$ cat src/rtl/bank_addr_pkg.sv
package bank_addr_pkg;
  localparam int unsigned DEF_COLS  = 101;
  localparam int unsigned DEF_BANKS = 5;

  typedef enum logic {
    SCAN_HORIZ = 1'b0,
    SCAN_VERT  = 1'b1
  } scan_e;

  function automatic int unsigned idx_width(input int unsigned n);
    return (n > 1) ? $clog2(n) : 1;
  endfunction
endpackage

$ cat src/rtl/wrap_counter.sv
module wrap_counter #(
  parameter int unsigned LIMIT = 101,
  parameter int unsigned W     = 7
) (
  input  logic         clk,
  input  logic         rst_n,
  input  logic         load,
  input  logic [W-1:0] load_val,
  input  logic         step,
  output logic [W-1:0] value,
  output logic         at_last
);
  localparam logic [W-1:0] LAST = W'(LIMIT - 1);

  logic in_range;
  assign in_range = (load_val <= LAST);
  assign at_last  = (value == LAST);

  always_ff @(posedge clk) begin
    if (!rst_n)
      value <= '0;
    else if (load)
      value <= in_range ? load_val : '0;
    else if (step)
      value <= at_last ? '0 : value + 1'b1;
  end
endmodule

$ cat src/rtl/flat_addr_map.sv
module flat_addr_map #(
  parameter int unsigned COLS   = 101,
  parameter int unsigned COL_W  = 7,
  parameter int unsigned BANK_W = 3,
  parameter int unsigned ADDR_W = 9
) (
  input  logic [BANK_W-1:0] bank,
  input  logic [COL_W-1:0]  col,
  output logic [ADDR_W-1:0] addr
);
  localparam logic [ADDR_W-1:0] STRIDE = ADDR_W'(COLS);

  logic [ADDR_W-1:0] bank_base;
  assign bank_base = ADDR_W'(bank) * STRIDE;
  assign addr      = bank_base + ADDR_W'(col);
endmodule

$ cat src/rtl/bank_addr_counter.sv
module bank_addr_counter
  import bank_addr_pkg::*;
#(
  parameter int unsigned COLS   = DEF_COLS,
  parameter int unsigned BANKS  = DEF_BANKS,
  parameter int unsigned COL_W  = idx_width(DEF_COLS),
  parameter int unsigned BANK_W = idx_width(DEF_BANKS),
  parameter int unsigned ADDR_W = idx_width(DEF_COLS * DEF_BANKS)
) (
  input  logic              clk,
  input  logic              rst_n,
  input  logic              col_load,
  input  logic [COL_W-1:0]  col_value,
  input  logic              bank_load,
  input  logic [BANK_W-1:0] bank_value,
  input  logic              vert_mode,
  input  logic              byte_wr,
  output logic [BANK_W-1:0] bank_idx,
  output logic [COL_W-1:0]  col_idx,
  output logic [ADDR_W-1:0] ram_addr
);
  scan_e order;
  logic  advance, col_step, bank_step, col_last, bank_last;

  assign order   = scan_e'(vert_mode);
  assign advance = byte_wr & ~(col_load | bank_load);

  always_comb begin
    col_step  = 1'b0;
    bank_step = 1'b0;
    unique case (order)
      SCAN_HORIZ: begin
        col_step  = advance;
        bank_step = advance & col_last;
      end
      SCAN_VERT: begin
        bank_step = advance;
        col_step  = advance & bank_last;
      end
    endcase
  end

  wrap_counter #(.LIMIT(COLS), .W(COL_W)) u_col (
    .clk(clk), .rst_n(rst_n), .load(col_load), .load_val(col_value),
    .step(col_step), .value(col_idx), .at_last(col_last)
  );

  wrap_counter #(.LIMIT(BANKS), .W(BANK_W)) u_bank (
    .clk(clk), .rst_n(rst_n), .load(bank_load), .load_val(bank_value),
    .step(bank_step), .value(bank_idx), .at_last(bank_last)
  );

  flat_addr_map #(.COLS(COLS), .COL_W(COL_W), .BANK_W(BANK_W), .ADDR_W(ADDR_W)) u_map (
    .bank(bank_idx), .col(col_idx), .addr(ram_addr)
  );
endmodule

$ cat config.mk
export PLATFORM = sky130hd
export DESIGN_NAME = bank_addr_counter
export DESIGN_NICKNAME = d
export VERILOG_FILES = /design/src/rtl/bank_addr_pkg.sv /design/src/rtl/wrap_counter.sv /design/src/rtl/flat_addr_map.sv /design/src/rtl/bank_addr_counter.sv
export SDC_FILE = /design/constraint.sdc
export NUM_CORES = 1
export LEC_CHECK = 0
export BUFFER_PORTS_ARGS = -buffer_cell sky130_fd_sc_hd__buf_2
export CAP_MARGIN = 10
export CORE_MARGIN = 8
export CORE_UTILIZATION = 30
export DETAILED_ROUTE_END_ITERATION = 8
export GPL_ROUTABILITY_DRIVEN = 1
export PLACE_DENSITY = 0.57
export SLEW_MARGIN = 30
export SYNTH_ARGS = -nofsm -noshare
export SYNTH_HDL_FRONTEND = slang
export SYNTH_SLANG_ARGS = --single-unit
export TNS_END_PERCENT = 1
$ cat constraint.sdc
create_clock -name clk -period 7.1 [get_ports clk]
set_input_delay 0.355 -clock clk [delete_from_list [all_inputs] [get_ports clk]]
set_output_delay 0.355 -clock clk [all_outputs]
set_load 0.05 [all_outputs]
==> results.txt <==
----------------------------------------------------
[Outcome]
  Run status ... completed

[Place]
  Cell total after placement ... 230
  Total of buffers placed on input and output ports ... 34
  Detailed placement HPWL ... roughly 2.7 mm
  Routability congestion estimate ... ~0.85

[Route]
  Final routed wirelength across all metal layers ... between 3 and 4 mm
  Sum of met3 wire segment lengths after detailed routing ... 106 µm
  Post-Route M1 WL ... approximately 1.5 mm
  Total via count after detailed routing ... between 1k and 1.5k
  Iteration-0 DRC Markers ... 19
  Routed Antenna Nets ... 0
  Top metal layer carrying routed signals ... met4
  Wire length per cell after detailed routing ... approximately 14 µm
  Sum of met2 wire segment lengths after detailed routing ... roughly 1.5 mm
  Drt drc ... 0
  Number of vias per cell after detailed routing ... about 5.1
  Detailed-routing iteration count for the pre-antenna-repair pass ... 3

[Critical path]
  Biggest cell delay along the critical path ... about 0.48 ns
  Slowest CP cell ... fa_1
  Endpoint class of the critical path ... output port
  Setup crit start kind ... register
  Class of the most critical setup path ... register to output port
  Data required time of the worst path ... slightly below 7 ns
  Worst Path Max Fanout ... 8
  Cells along the critical path ... ha_1 > inv_1 > fa_1 > inv_1 > ha_1 > a21o_1 > a21oi_2 > or4b_1 > o2111ai_1 > buf_2
  WP data arrival ... around 2.9 ns

[Logic synthesis]
  Cell area after synthesis ... ~0.0012 mm²
  Sequential share of the synthesized area ... 16.8%
  Mean instance size in the synthesized netlist ... roughly 8 µm²
  Post-synth EDFFs ... 0
  Flip-flop cell with the highest count after synthesis ... dfxtp_1
  Number of distinct library cell variants in the gate-level netlist after synthesis ... 43
  Cells after Synth ... roughly 150
  Yosys warning count ... 0
  Syn_nets ... 186
  Async SR Flop Fraction ... 0%
  Post-synthesis register bit count ... 10

[Layout]
  Nets ... 223
  Area taken by multi-input logic gates ... roughly 920 µm²
  Layout cells sized above 1 ... between 20% and 30%
  Most used cells in the layout excluding fill and tap cells ... buf_2 (34), ha_1 (20), inv_1 (15)
  Synth-to-layout area growth ... 22.0%
  Sequential cell area ... around 200 µm²
  Number of diodes ... 0
  Most frequent standard cell in the layout excluding fill and tap cells ... buf_2
  Fill cell total of the finished layout ... 443
  Final cell count without fillers ... between 200 and 250

[Floorplanning]
  Initial cell density of the core ... about 30%
  Die boundary width ... 78.9 µm
  Top-Level Pins ... 35
  Die outline height ... roughly 79 µm
  Core Rows ... 23
  Die area ... 0.00623 mm²
  Core Footprint ... 0.00391 mm²

[Clock tree]
  Number of setup buffers added after CTS ... 0
  Later-pin clock latency in the skew report ... 0.23 ns
  TritonCTS clock tree ... built
  TritonCTS Buffers ... 3
  Root buffer cell ... clkbuf_8
  Number of cells upsized or downsized after cts ... 0
  Buffer depth of the longest clock path ... 2
  Max H-tree Level ... 1
  Hold_buf cts ... 0
  Number of sinks driven by the clock tree ... 10
  Clock slew at the register clock pins of the worst setup and hold paths ... approximately 0.05 ns

[Power and ir drop]
  Total net switching power ... slightly above 0.00009 W
  Power Density ... around 150 mW/mm²
  Pwr Total ... ~0.00022 W
  Int Power ... between 0.0001 and 0.00015 W
  Switching power as a share of total power ... roughly 42%
  Clk pwr share ... between 20% and 30%
  Power share of the combinational group ... 42.7%
  Sequential cell fraction of total power ... between 30% and 40%
  Maximum vdd ir drop ... roughly 0.067 mV
  Leak ... ~0.75 nW

[Timing]
  Hold Vio Cnt, Final ... 0
  Shortest period the worst path allows ... roughly 3.2 ns
  Transition at the pin with the smallest max-transition slack ... 0.536 ns
  Final sum of negative setup slack ... 0 ns
  Worst-case clock skew ... ~0.0038 ns
  Crit share post-route ... between 40% and 50%
  Unrepaired setup endpoints after global routing ... no
  Headroom to the max-slew limit ... 63.9%
  Fmax ... about 310 MHz
  Number of pins with negative max-slew slack in the final report ... 0
  Final setup viols ... 0

[Min path]
  Type of the tightest min-delay check ... input port to register

[Run]
  Count of max-cap constraint violations ... 0

[Global routing]
  Vias in the first global route ... 1216
  Wire length of the first global-routing pass ... 5.44 mm
  Number of antenna violations at the first check in global routing ... 0
  Total Routing Usage GR ... 10.5%
  Pin count of the biggest net entering global routing ... 12
  Sum of overflow across all layers after global routing ... 0

----------------------------------------------------
[worst max-delay path, delay by kind of cell, from the launching register on]
kind / cells / cell delay (ns)
buffers and inverters: 3 / 0.38
adders and majority gates: 3 / 1.01
DFF: 1 / 0.46
and+or+nand+nor: 1 / 0.46
AOI/OAI and AO/OA: 3 / 0.30
[registers in the layout, indices dropped and copies added, names as in the netlist]
name and cells:
u_bank.value 3, u_col.value 7
[layer usage]
metal	track usage, %	up-vias
li1	-	623
met1	12.9	529
met2	17.2	25
met3	1.92	6
met4	5.00	0
met5	0	-
[per-stage QoR]
step	setup WS [ns]	utilization, %	area [µm²]	hold WS [ns]
floorplan	3.71	-	1190	0.464
global placement	4.18	36.0	1410	0.524
detailed placement	4.13	36.0	1410	0.517
CTS	3.86	37.1	1450	0.336
global route	3.74	37.1	1450	0.351
finish	3.88	37.1	1450	0.337
[cell usage after synthesis (3+ instances only)]
library cell / instances / area [µm²]
ha_1: 20 / 250
inv_1: 15 / 56.3
nand2_1: 13 / 48.8
dfxtp_1: 10 / 200
nor2_1: 8 / 30.0
a21oi_1: 7 / 35.0
nand3_1: 6 / 30.0
o21ai_0: 6 / 30.0
o22ai_1: 6 / 37.5
a21boi_0: 4 / 30.0
nand4_1: 4 / 25.0
xnor2_1: 4 / 35.0
nor3_1: 3 / 15.0
o211ai_1: 3 / 22.5
[area by class of cell]
| class | instances | share of cell area, % |
|---|---|---|
| inverters | 15 | 3.88 |
| clock buffers | 3 | 2.85 |
| well taps | 50 | 4.31 |
| flip-flops and latches | 10 | 13.8 |
| repair buffers | 34 | 11.7 |
| multi-input cells | 121 | 63.4 |
[power by group through the flow]
| stage | combinational (W) | sequential, W | clock, W |
|---|---|---|---|
| 2_1_floorplan | 0.0000606 | 0.0000752 | 0 |
| 3_3_place_gp | 0.0000930 | 0.0000658 | 0 |
| 3_5_place_dp | 0.0000928 | 0.0000659 | 0 |
| 4_1_cts | 0.0000932 | 0.0000648 | 0.0000593 |
| 5_1_grt | 0.000101 | 0.0000655 | 0.0000621 |
| 6_report | 0.0000918 | 0.0000648 | 0.0000587 |
[path summary, 6_finish.rpt]
kind | startpoint | end | slack (ns) | cells past startpoint
max | u_bank.value[2] | ram_addr[7] | 3.88 | 10
min | bank_value[2] | u_bank.value[2] | 0.34 | 3
max reg2reg | u_bank.value[1] | u_col.value[2] | 5.28 | 6
min reg2reg | u_col.value[6] | u_col.value[6] | 0.53 | 2
[kinds of logic (layout without fill, tap and decap cells)]
kind of cell | count (synthesis) | in the layout | synth area share (%)
fa+ha+maj | 22 | 22 | 24.4
flops | 10 | 10 | 16.8
compound gates | 46 | 46 | 27.8
xor+xnor | 6 | 6 | 4.42
buf+inv | 17 | 52 | 5.79
simple gates | 47 | 47 | 20.7
No activity file was read; power rests on OpenSTA's default activity.
